==> config.mk <==
export PLATFORM = sky130hd
export DESIGN_NAME = dma_dst_stepper
export DESIGN_NICKNAME = d
export VERILOG_FILES = /design/src/rtl/dstep_pkg.sv /design/src/rtl/dstep_step_calc.sv /design/src/rtl/dstep_addr_reg.sv /design/src/rtl/dstep_ack_gen.sv /design/src/rtl/dma_dst_stepper.sv
export SDC_FILE = /design/constraint.sdc
export NUM_CORES = 1
export LEC_CHECK = 0
export BUFFER_PORTS_ARGS = -buffer_cell sky130_fd_sc_hd__buf_2
export CAP_MARGIN = 20
export CELL_PAD_IN_SITES_DETAIL_PLACEMENT = 1
export CELL_PAD_IN_SITES_GLOBAL_PLACEMENT = 1
export CORE_UTILIZATION = 40
export CTS_CLUSTER_DIAMETER = 50
export DETAILED_ROUTE_END_ITERATION = 10
export PLACE_DENSITY = 0.88
export SETUP_SLACK_MARGIN = 0.5
export SLEW_MARGIN = 30
export SYNTH_ARGS = -nofsm -noshare
export SYNTH_HDL_FRONTEND = slang
export SYNTH_SLANG_ARGS = --single-unit
==> constraint.sdc <==
create_clock -name clk -period 5.4 [get_ports clk]
set_clock_uncertainty 0.1 [all_clocks]
set_input_delay 0.27 -clock clk [delete_from_list [all_inputs] [get_ports clk]]
set_output_delay 0.27 -clock clk [all_outputs]
set_load 0.05 [all_outputs]
==> src/rtl/dstep_pkg.sv <==
package dstep_pkg;
  typedef enum logic [1:0] {
    DM_FIXED = 2'b00,
    DM_UP    = 2'b01,
    DM_DOWN  = 2'b10,
    DM_BAD   = 2'b11
  } dst_mode_e;

  localparam int unsigned SIZE_W      = 3;
  localparam int unsigned BEAT_CODES  = 4;
  localparam logic [SIZE_W-1:0] SZ_BURST = 3'b100;
endpackage

==> src/rtl/dstep_step_calc.sv <==
module dstep_step_calc #(
  parameter int unsigned ADDR_W      = 32,
  parameter int unsigned BURST_BYTES = 32
) (
  input  logic [1:0]               dst_mode,
  input  logic [dstep_pkg::SIZE_W-1:0] xfer_size,
  input  logic                     skip_step,
  output logic [ADDR_W-1:0]        step,
  output logic                     step_down,
  output logic                     step_en,
  output logic                     cfg_bad
);
  import dstep_pkg::*;

  logic [ADDR_W-1:0] beat_step [BEAT_CODES];
  logic              size_ok;
  logic              mode_bad;

  for (genvar g = 0; g < BEAT_CODES; g++) begin : g_beat
    assign beat_step[g] = ADDR_W'(1) << g;
  end

  always_comb begin
    size_ok = 1'b1;
    step    = '0;
    if (xfer_size < SIZE_W'(BEAT_CODES)) begin
      step = beat_step[xfer_size[1:0]];
    end else if (xfer_size == SZ_BURST) begin
      step = ADDR_W'(BURST_BYTES);
    end else begin
      size_ok = 1'b0;
    end
  end

  assign mode_bad  = (dst_mode_e'(dst_mode) == DM_BAD);
  assign cfg_bad   = mode_bad | ~size_ok;
  assign step_down = (dst_mode_e'(dst_mode) == DM_DOWN);
  assign step_en   = ~cfg_bad & ~skip_step & (dst_mode_e'(dst_mode) != DM_FIXED);
endmodule

==> src/rtl/dstep_addr_reg.sv <==
module dstep_addr_reg #(
  parameter int unsigned ADDR_W = 32
) (
  input  logic              clk,
  input  logic              rst,
  input  logic              load_en,
  input  logic [ADDR_W-1:0] load_addr,
  input  logic              advance,
  input  logic              step_down,
  input  logic [ADDR_W-1:0] step,
  output logic [ADDR_W-1:0] addr
);
  logic [ADDR_W-1:0] addr_q;
  logic [ADDR_W-1:0] addr_next;

  always_comb begin
    addr_next = addr_q;
    if (load_en) begin
      addr_next = load_addr;
    end else if (advance) begin
      addr_next = step_down ? (addr_q - step) : (addr_q + step);
    end
  end

  always_ff @(posedge clk) begin
    if (rst) addr_q <= '0;
    else     addr_q <= addr_next;
  end

  assign addr = addr_q;
endmodule

==> src/rtl/dstep_ack_gen.sv <==
module dstep_ack_gen (
  input  logic clk,
  input  logic rst,
  input  logic single_addr,
  input  logic ack_on_write,
  input  logic ack_active_low,
  input  logic rd_cyc,
  input  logic wr_cyc,
  output logic dack
);
  logic qualify;
  logic dack_q;

  always_comb begin
    if (single_addr) qualify = rd_cyc | wr_cyc;
    else             qualify = ack_on_write ? wr_cyc : rd_cyc;
  end

  always_ff @(posedge clk) begin
    if (rst) dack_q <= ack_active_low;
    else     dack_q <= qualify ^ ack_active_low;
  end

  assign dack = dack_q;
endmodule

==> src/rtl/dma_dst_stepper.sv <==
module dma_dst_stepper #(
  parameter int unsigned ADDR_W      = 32,
  parameter int unsigned BURST_BYTES = 32
) (
  input  logic              clk,
  input  logic              rst,
  input  logic              ack_on_write,
  input  logic              ack_active_low,
  input  logic [1:0]        dst_mode,
  input  logic [2:0]        xfer_size,
  input  logic              single_addr,
  input  logic              mem_to_dev,
  input  logic              load_en,
  input  logic [ADDR_W-1:0] load_addr,
  input  logic              rd_cyc,
  input  logic              wr_cyc,
  input  logic              xfer_done,
  output logic [ADDR_W-1:0] dst_addr,
  output logic              dack,
  output logic              cfg_err
);
  logic [ADDR_W-1:0] step;
  logic              step_down;
  logic              step_en;
  logic              cfg_bad;
  logic              cfg_err_q;

  dstep_step_calc #(.ADDR_W(ADDR_W), .BURST_BYTES(BURST_BYTES)) u_calc (
    .dst_mode  (dst_mode),
    .xfer_size (xfer_size),
    .skip_step (single_addr & mem_to_dev),
    .step      (step),
    .step_down (step_down),
    .step_en   (step_en),
    .cfg_bad   (cfg_bad)
  );

  dstep_addr_reg #(.ADDR_W(ADDR_W)) u_addr (
    .clk       (clk),
    .rst       (rst),
    .load_en   (load_en),
    .load_addr (load_addr),
    .advance   (xfer_done & step_en),
    .step_down (step_down),
    .step      (step),
    .addr      (dst_addr)
  );

  dstep_ack_gen u_ack (
    .clk            (clk),
    .rst            (rst),
    .single_addr    (single_addr),
    .ack_on_write   (ack_on_write),
    .ack_active_low (ack_active_low),
    .rd_cyc         (rd_cyc),
    .wr_cyc         (wr_cyc),
    .dack           (dack)
  );

  always_ff @(posedge clk) begin
    if (rst) cfg_err_q <= 1'b0;
    else     cfg_err_q <= cfg_bad;
  end

  assign cfg_err = cfg_err_q;
endmodule

==> flow_metrics.tcl, run 1 <==
set metrics [dict create \
    status "complete, no violations" \
    ys_warn_count 0 \
    die_x_um 95.3 \
    crit_slowest_cell "ha_1" \
    relSlewSlack_pct 45.4 \
    post-route-drc-count 0 \
    max_slew.worst_pin.slew_ps 820 \
    critPathRequiredTime_ps 5450 \
    antenna_found_initial 0 \
    grt_pass1_vias 3909 \
    synth_nets 554 \
    min_from "ack_active_low" \
    vias_per_cell 5.98 \
    path_clk_slew_ps 80 \
    die_y_um 95.3 \
    io_pins 81 \
    synthCells 473 \
    crit_chain "buf_2 -> or3_1 -> ha_1 -> nand2_1 -> nand2_1 -> o21a_1 -> ha_1 -> a21oi_1 -> o21a_1 -> o221ai_2 -> a311oi_2 -> o21ai_2 -> a41oi_2 -> xor2_1 -> o22ai_1" \
    fillers 1104 \
    fin_crit_sh_pct 64.7 \
    grt_max_degree 64 \
    track_usage_pct 27.0 \
    cellLeakagePower_nw 1.85 \
    finalWirelength_mm 11.9 \
    place_congestion 0.938 \
    clock_path_buffers 2 \
    ys_seq_area_share_pct 19.6 \
    syn_to_final_growth_pct 15.2 \
    vdd_drop_max_v 0.000122 \
    synth_flop_cell "dfxtp_1" \
    drive_above_1_share_pct 20.7 \
    max_freq_ghz 0.286 \
    cap_violations 0 \
    start_util_pct 41.9 \
    cts_root_buffer "clkbuf_8" \
    path_max_fanout 7 \
    setup.worst_path.start_class "input port" \
    fin_crit_ps 3490 \
    holdCritPathClass "input port to flip-flop" \
    htree_levels 2 \
    grt_pass1_wl_mm 19.1 \
    drtAntennaViolNets 0 \
    die_area_mm2 0.00907 \
    slew_violations 0 \
    gr-total-overflow 0 \
    cts_tree "built" \
    cts_sinks 34 \
    netlist_area_mm2 0.00348 \
    layout_common_cells "buf_2, nand2_1, a21oi_1" \
    synth-edff-count 0 \
    numCtsBuffers 5 \
    diodes 0 \
    crit_buf_inv 1 \
    setup_violations 0 \
    row_count 33 \
    cts_resized 0 \
    port-buffer-count 80 \
    timing.hold.ws_ps 57.0 \
    core_area_mm2 0.00830 \
    drt-initial-drc-count 105 \
    finalSetupTns_ps 0 \
    drt_pre_antenna_iters 4 \
    path_delay_family "compound AO/OA/AOI/OAI gates" \
    vias 3829 \
    wire_per_inst_um 18.6 \
    cts_hold_buf 0 \
    powerDensity_mw_per_mm2 271 \
    nNetsFinal 615 \
    critical_path.max_stage_delay_ps 470 \
    critPathLaunch "xfer_size[0]" \
    async_reset_ff_share_pct 0 \
    postCtsSetupRepairBufs 0 \
    rsz0062_at_grt "false" \
    dp_hpwl_mm 8.83 \
    worstSetupPathType "input port to flip-flop" \
    dp_cells 632 \
    hold_viol 0 \
    ys_ff_latch 34 \
    final_common_cell "buf_2" \
    clkLatencyLatePin_ps 290 \
    yosysUniqueCellTypes 57 \
    end_kind "flip-flop" \
    synth.avg_cell_area_um2 7.35 \
    rr_startpoint "u_addr.addr[0]$_SDFFE_PP0P_" \
    layout.cells.non_filler 640 \
    arrival_ps 3550 \
]
path summary, 6_finish.rpt:
kind	to	slack [ps]	depth (start not counted)
setup / recovery	u_addr.addr[27]$_SDFFE_PP0P_	1910	15
hold / removal	u_ack.dack$_DFF_P_	60	2
setup reg to reg	u_addr.addr[18]$_SDFFE_PP0P_	2430	12
hold reg to reg	u_addr.addr[18]$_SDFFE_PP0P_	480	2
layout make-up:
type	count	area [µm²]	area share, %
inverter	18	67.6	1.69
tap	105	131	3.28
multi-input combinational	393	2600	64.9
timing repair buffer	82	415	10.4
clock buffer	8	110	2.75
sequential	34	681	17.0
stage by stage:
stage | utilization, % | power [mW] | setup WS, ps | instance area, µm²
after floorplan | - | 0.712 | 2300 | 3480
after global placement | 47.0 | 0.827 | 1760 | 3900
after detailed placement | 47.0 | 0.842 | 1710 | 3900
after CTS | 48.3 | 1.09 | 1940 | 4010
after global routing | 48.3 | 1.15 | 1780 | 4010
final | 48.3 | 1.09 | 1910 | 4010
where the power goes:
group / internal [mW] / total (mW) / leakage, nW / switching [mW]
combinational: 0.194 / 0.558 / 1.51 / 0.363
clock: 0.129 / 0.238 / 0.0575 / 0.109
sequential: 0.271 / 0.290 / 0.282 / 0.0193
total: 0.594 / 1.09 / 1.85 / 0.492
cell families after synthesis:
group / after synthesis / share of synthesized area, %
buffers and inverters: 46 / 5.61
xor gates and xnor gates: 29 / 7.52
and+or+nand+nor: 163 / 21.3
muxes: 6 / 1.76
DFF: 34 / 19.6
AOI/OAI and AO/OA: 161 / 31.8
adders and majority gates: 34 / 12.4
registers in the layout, indices dropped and copies added (netlist names):
| signal | flops |
|---|---|
| cfg_err | 1 |
| u_ack.dack | 1 |
| u_addr.addr | 32 |
cell usage after synthesis, types with 3 or more instances:
master	n	area, µm²
a211oi_1	12	90.1
a21o_1	13	97.6
a21oi_1	55	275
a221oi_1	12	105
a31oi_1	10	62.6
buf_2	6	30.0
clkbuf_1	18	67.6
dfxtp_1	34	681
ha_1	33	413
inv_1	18	67.6
mux2i_1	5	50.1
nand2_1	56	210
nand2b_1	7	43.8
nand3_1	10	50.1
nand4_1	7	43.8
nor2_1	54	203
nor2b_1	6	37.5
nor3_1	9	45.0
o21a_1	5	37.5
o21ai_0	16	80.1
o21ai_1	3	15.0
o21ai_2	4	35.0
o21bai_1	4	30.0
o22ai_1	6	37.5
or3_1	4	25.0
xnor2_1	9	78.8
xor2_1	19	166
routing by layer:
layer  global-route usage (%)  vias to the layer above  wire length (µm)
met3                     2.79                       18               477
met1                     32.6                     1880              5160
met4                     11.6                        0               216
met2                     48.1                       94              6040
met5                        0                        -                 0
li1                         -                     1837                 -
(Power assumes the default switching activity.)
==> run 2, diff against run 1 <==
--- a/config.mk
+++ b/config.mk
@@ -5,14 +5,15 @@
 export SDC_FILE = /design/constraint.sdc
 export NUM_CORES = 1
 export LEC_CHECK = 0
+export ABC_AREA = 1
 export BUFFER_PORTS_ARGS = -buffer_cell sky130_fd_sc_hd__buf_2
 export CAP_MARGIN = 20
 export CELL_PAD_IN_SITES_DETAIL_PLACEMENT = 1
 export CELL_PAD_IN_SITES_GLOBAL_PLACEMENT = 1
-export CORE_UTILIZATION = 40
+export CORE_UTILIZATION = 37
 export CTS_CLUSTER_DIAMETER = 50
 export DETAILED_ROUTE_END_ITERATION = 10
-export PLACE_DENSITY = 0.88
+export PLACE_DENSITY = 0.87
 export SETUP_SLACK_MARGIN = 0.5
 export SLEW_MARGIN = 30
 export SYNTH_ARGS = -nofsm -noshare
==> constraint.sdc (replaced) <==
create_clock -name clk -period 3.52 [get_ports clk]
set_clock_uncertainty 0.1 [all_clocks]
set_input_delay 0.176 -clock clk [delete_from_list [all_inputs] [get_ports clk]]
set_output_delay 0.176 -clock clk [all_outputs]
set_load 0.05 [all_outputs]
==> run 2 against run 1 <==
First-iteration DRC count rose by 36%. Count of clock-buffer cells in the layout fell by 1. Non-clock buffer count rose by 4. Power rose by 45%. Cell area rose by 16%. Register-to-register slack got worse by 1200 ps. Flip-flop and latch count did not move. Critical path type unchanged. Critical endpoint is now u_addr.addr[22]$_SDFFE_PP0P_.
==> flow_metrics.tcl, run 2 <==
set metrics [dict create \
    vias_per_cell 4.83 \
    die_y_um 106 \
    die_area_mm2 0.0113 \
    max_freq_ghz 0.365 \
    synth_top_area_cell "nand2_1" \
    p_int_mw 0.812 \
    grt_max_degree 36 \
    start_util_pct 38.6 \
    hold_viol 0 \
    end_kind "flip-flop" \
    use_met1_pct 33.7 \
    switching_power_mw 0.766 \
    synth-edff-count 0 \
    status "complete, no violations" \
    core_area_mm2 0.0105 \
    async_reset_ff_share_pct 0 \
    fin_crit_sh_pct 77.8 \
    crit_chain "buf_2 -> nor2_4 -> inv_1 -> nor2_1 -> inv_1 -> ha_1 -> o21ai_0 -> o21ai_1 -> ha_1 -> nand2_1 -> nor2_1 -> and2_1 -> nand2_1 -> nand2_2 -> nand2_1 -> nand2_1 -> nand2_1 -> nand3_1 -> a21oi_1" \
    timing.hold.ws_ps 39.0 \
    synth_flop_cell "dfxtp_1" \
    drt_pre_antenna_iters 4 \
    clock_path_buffers 2 \
    drt-initial-drc-count 143 \
    largest_reg_flops 32 \
    ys_ff_latch 34 \
    met2_usage_pct 42.2 \
    vias 4684 \
    final_common_cell "nand2_1" \
    crit_slowest_cell "ha_1" \
    switching_share_pct 48.5 \
    port-buffer-count 80 \
    multiInputGateArea_mm2 0.00270 \
    post-route-drc-count 0 \
    htree_levels 2 \
    clkPwrFrac_pct 19.3 \
    yosysUniqueCellTypes 31 \
    vdd_drop_max_v 0.000179 \
    setup_violations 0 \
    drive_above_1_share_pct 12.9 \
    pwr-share-comb_pct 52.8 \
    grt_pass1_wl_mm 22.5 \
    netlist_area_mm2 0.00404 \
    fillers 1580 \
    cts_tree "built" \
    synth_top_area_share_pct 30.2 \
    layout_common_cells "nand2_1, inv_1, buf_2" \
    place_congestion 0.897 \
    arrival_ps 2800 \
    track_usage_pct 24.9 \
    regArea_um2 681 \
    io_pins 81 \
    crit_path_frequent_cell "nand2_1" \
    synthCells 756 \
    ys_seq_area_share_pct 16.9 \
    finalSetupTns_ps 0 \
    cts_root_buffer "clkbuf_8" \
    path_clk_slew_ps 80 \
    wire_per_inst_um 13.4 \
    synthMostInstantiatedCell "nand2_1" \
    numCtsBuffers 5 \
    cellLeakagePower_nw 2.86 \
    synth.avg_cell_area_um2 5.34 \
    powerDensity_mw_per_mm2 339 \
    setup.worst_path.start_class "input port" \
    postCtsSetupRepairBufs 0 \
    critPathRequiredTime_ps 3580 \
    gr-total-overflow 0 \
    syn_to_final_growth_pct 15.2 \
    dp_hpwl_mm 10.6 \
    finalWirelength_mm 13.0 \
    path_max_fanout 6 \
    cts_sinks 34 \
    synth_nets 837 \
    nNetsFinal 915 \
    use_met3_pct 2.94 \
    row_count 37 \
    clkLatencyLatePin_ps 300 \
    synth_common_cells "nand2_1, inv_1, nor2_1" \
    seqPwrFrac_pct 27.9 \
    max_slew.worst_pin.slew_ps 764 \
    grt.busiest_layer "met2" \
    grt_pass1_vias 4736 \
    slew_violations 0 \
    relSlewSlack_pct 49.0 \
    holdCritPathClass "input port to flip-flop" \
    die_x_um 106 \
    fin_crit_ps 2740 \
    cap_violations 0 \
    ys_warn_count 0 \
    critical_path.max_stage_delay_ps 440 \
    antenna_found_initial 0 \
    diodes 0 \
    worstSetupPathType "input port to flip-flop" \
    rsz0062_at_grt "true" \
    synthTopCellsByArea "nand2_1, dfxtp_1, inv_1" \
    drtAntennaViolNets 0 \
]
run 2: metrics by stage:
stage                     util (%)  area, µm²  setup slack (ps)  cells  power [mW]
after CTS                     44.4       4650               601    970        1.58
after global routing          44.4       4650               468    970        1.71
after detailed placement      43.6       4560               294    962        1.27
after global placement        43.6       4560               411    962        1.25
final                         44.4       4650               780    970        1.58
after floorplan                  -       4040              1030    756        1.05
run 2: final cells by class:
type	instances	share of cell area [%]
clock buffer	7	1.64
inverter	152	12.3
multi-input combinational	555	58.2
sequential	34	14.6
tap	136	3.66
timing repair buffer	86	9.63
run 2: path summary, 6_finish.rpt:
check	slack [ps]	depth (start not counted)	startpoint	end
worst max-delay path	780	19	xfer_size[0]	u_addr.addr[22]$_SDFFE_PP0P_
worst min-delay path	40	3	load_addr[2]	u_addr.addr[2]$_SDFFE_PP0P_
worst max register to register	1190	13	u_addr.addr[0]$_SDFFE_PP0P_	u_addr.addr[28]$_SDFFE_PP0P_
worst min register to register	410	2	u_addr.addr[4]$_SDFFE_PP0P_	u_addr.addr[4]$_SDFFE_PP0P_
run 2: cell families (layout without fill, tap and decap cells):
kind of cell	after synthesis	in the layout	synth area share (%)
buffers and inverters	167	245	16.2
XOR/XNOR	16	16	3.47
AND/OR/NAND/NOR	433	433	43.0
AO/OA/AOI/OAI	72	72	9.73
flip-flops	34	34	16.9
adder cells (fa/ha/maj)	34	34	10.7
run 2: metal layers:
layer  vias up  share of wire [%]  wire length (µm)
li1       2427                  -                 -
met1      2157                 50              6500
met2        89                 45              5860
met3        11                3.9               514
met4         0                1.2               157
met5         -                  0                 0
run 2: repair_timing:
action                                  4_1_cts  5_1_grt
endpoints found under the hold margin         1        0
gates resized for setup                       0        2
hold buffers                                  1        0
endpoints found under the setup margin        0       21
run 2: critical path, delay by kind of cell:
kind / cells / cell delay [ps]
AO/OA/AOI/OAI: 3 / 500
adder cells (fa/ha/maj): 2 / 620
buffers and inverters: 3 / 260
AND/OR/NAND/NOR: 11 / 1260
run 2: power by group through the flow:
stage,clock network (mW),logic (mW),registers [mW]
finish,0.305,0.833,0.440
global route,0.327,0.941,0.444
floorplan,0,0.512,0.542
detailed placement,0,0.825,0.449
CTS,0.304,0.831,0.440
global placement,0,0.806,0.449
==> run 3, diff against run 2 <==
==> constraint.sdc (replaced) <==
create_clock -name clk -period 2.8 [get_ports clk]
set_clock_uncertainty 0.1 [all_clocks]
set_input_delay 0.14 -clock clk [delete_from_list [all_inputs] [get_ports clk]]
set_output_delay 0.14 -clock clk [all_outputs]
set_load 0.05 [all_outputs]
==> run 3 against run 2 <==
Routed wire length up 78%. First-iteration DRC count up 140%. Sequential power up 28%. Largest power group unchanged. Critical path type unchanged. Via count up 24%.
==> flow_metrics.tcl, run 3 (same netlist as run 2, synthesis figures left out) <==
set metrics [dict create \
    status "complete, no violations" \
    cap_violations 0 \
    port-buffer-count 80 \
    fin_crit_ps 2560 \
    timing.hold.ws_ps 11.3 \
    cellLeakagePower_nw 3.28 \
    powerDensity_mw_per_mm2 450 \
    critPathRequiredTime_ps 2950 \
    place_area_mm2 0.00478 \
    worstSetupPathType "input port to flip-flop" \
    nNetsFinal 959 \
    drt_pre_antenna_iters 5 \
    finalSetupTns_ps 0 \
    largest_reg_flops 32 \
    htree_levels 2 \
    max_slew.worst_pin.slew_ps 829 \
    r2r_slack_ps 470 \
    drtAntennaViolNets 0 \
    setup.worst_path.start_class "input port" \
    dp_cells 987 \
    grt_max_degree 35 \
    arrival_ps 2710 \
    final_common_cell "nand2_1" \
    clkLatencyLatePin_ps 320 \
    place_congestion 0.898 \
    row_count 37 \
    grt_pass1_vias 5502 \
    layout_common_cells "nand2_1, inv_1, buf_2" \
    slew_violations 0 \
    setup_violations 0 \
    fin_crit_sh_pct 91.3 \
    grt_pass1_wl_mm 28.0 \
    wire_per_inst_um 22.9 \
    core_area_mm2 0.0105 \
    drive_above_1_share_pct 38.7 \
    critical_path.max_stage_delay_ps 370 \
    finalWirelength_mm 23.2 \
    die_x_um 106 \
    cts_root_buffer "clkbuf_8" \
    vdd_drop_max_v 0.000246 \
    relSlewSlack_pct 44.7 \
    vias 5820 \
    diodes 0 \
    hold_viol 0 \
    die_area_mm2 0.0113 \
    path_max_fanout 4 \
    cts_tree "built" \
    power.total_mw 2.72 \
    finish.utilization_pct 57.8 \
    syn_to_final_growth_pct 49.9 \
    io_pins 81 \
    crit_chain "buf_8 -> nor2_4 -> inv_4 -> nor2_4 -> inv_2 -> ha_4 -> or2_4 -> ha_1 -> inv_1 -> o21bai_1 -> nor2_1 -> nand2_1 -> a21oi_2 -> nand2_2 -> nand2_2 -> nand3_4 -> a21oi_2" \
    dp_hpwl_mm 12.2 \
    max_freq_ghz 0.391 \
    layout.cells.non_filler 1014 \
    numCtsBuffers 5 \
    holdCritPathClass "input port to flip-flop" \
    end_kind "flip-flop" \
    fillers 1440 \
    clock_path_buffers 2 \
    gr-total-overflow 0 \
    post-route-drc-count 0 \
    vias_per_cell 5.74 \
    start_util_pct 38.6 \
    cts_sinks 34 \
    die_y_um 106 \
    fin_area_mm2 0.00605 \
    antenna_found_initial 0 \
    path_clk_slew_ps 80 \
    track_usage_pct 31.8 \
    finalWorstSetupSlack_ps 245 \
    rsz0062_at_grt "true" \
    drt-initial-drc-count 346 \
    crit_slowest_cell "ha_1" \
    place_ws_ps -154 \
]
[run 3: cell count changes in the layout (fill, tap and decap cells not counted), sizes merged]
cell / delta
buf: +41
dlygate4sd3: +3
clkbuf: -2
clkinv: +2
clkinvlp: +1
inv: -1
[run 3: what timing repair did]
item | in CTS | in global routing
setup endpoints to repair | 26 | 26
hold buffers | 4 | 0
pin swaps | 20 | 73
hold endpoints to repair | 4 | 0
cloned | 0 | 0
setup buffers | 5 | 11
resized for setup | 79 | 171
[run 3: worst max-delay path, delay by kind of cell]
kind / cells / cell delay [ps]
buffers and inverters: 4 / 390
and+or+nand+nor: 8 / 1210
AOI/OAI and AO/OA: 3 / 440
adders and majority gates: 2 / 530
[run 3: metal layers]
layer | track usage (%) | routed length, µm | part of all wire (%) | vias up
met5 | 0 | 0 | 0 | -
met4 | 15.9 | 1630 | 7.0 | 0
met3 | 4.90 | 1690 | 7.3 | 139
met2 | 55.4 | 11000 | 47 | 360
met1 | 37.8 | 8900 | 38 | 2797
li1 | - | - | - | 2524
[run 3: area by class of cell]
| type | instances | area, µm² | area share (%) |
|---|---|---|---|
| Multi-Input combinational cell | 555 | 3700 | 61.1 |
| Timing Repair Buffer | 130 | 842 | 13.9 |
| Sequential cell | 34 | 681 | 11.2 |
| Inverter | 152 | 579 | 9.57 |
| Tap cell | 136 | 170 | 2.81 |
| Clock buffer | 5 | 68.8 | 1.14 |
| Clock inverter | 2 | 10.0 | 0.165 |
[run 3: path summary, 6_finish.rpt]
path / start / endpoint / cells past startpoint
max: xfer_size[1] / u_addr.addr[30]$_SDFFE_PP0P_ / 17
max reg2reg: u_addr.addr[0]$_SDFFE_PP0P_ / u_addr.addr[28]$_SDFFE_PP0P_ / 13
min reg2reg: u_addr.addr[0]$_SDFFE_PP0P_ / u_addr.addr[0]$_SDFFE_PP0P_ / 2
min: dst_mode[0] / cfg_err$_SDFF_PP0_ / 3
[run 3: power breakdown]
| group | internal, mW | switching [mW] |
|---|---|---|
| clock | 0.168 | 0.229 |
| sequential | 0.520 | 0.0447 |
| combinational | 0.605 | 1.16 |
| total | 1.29 | 1.43 |
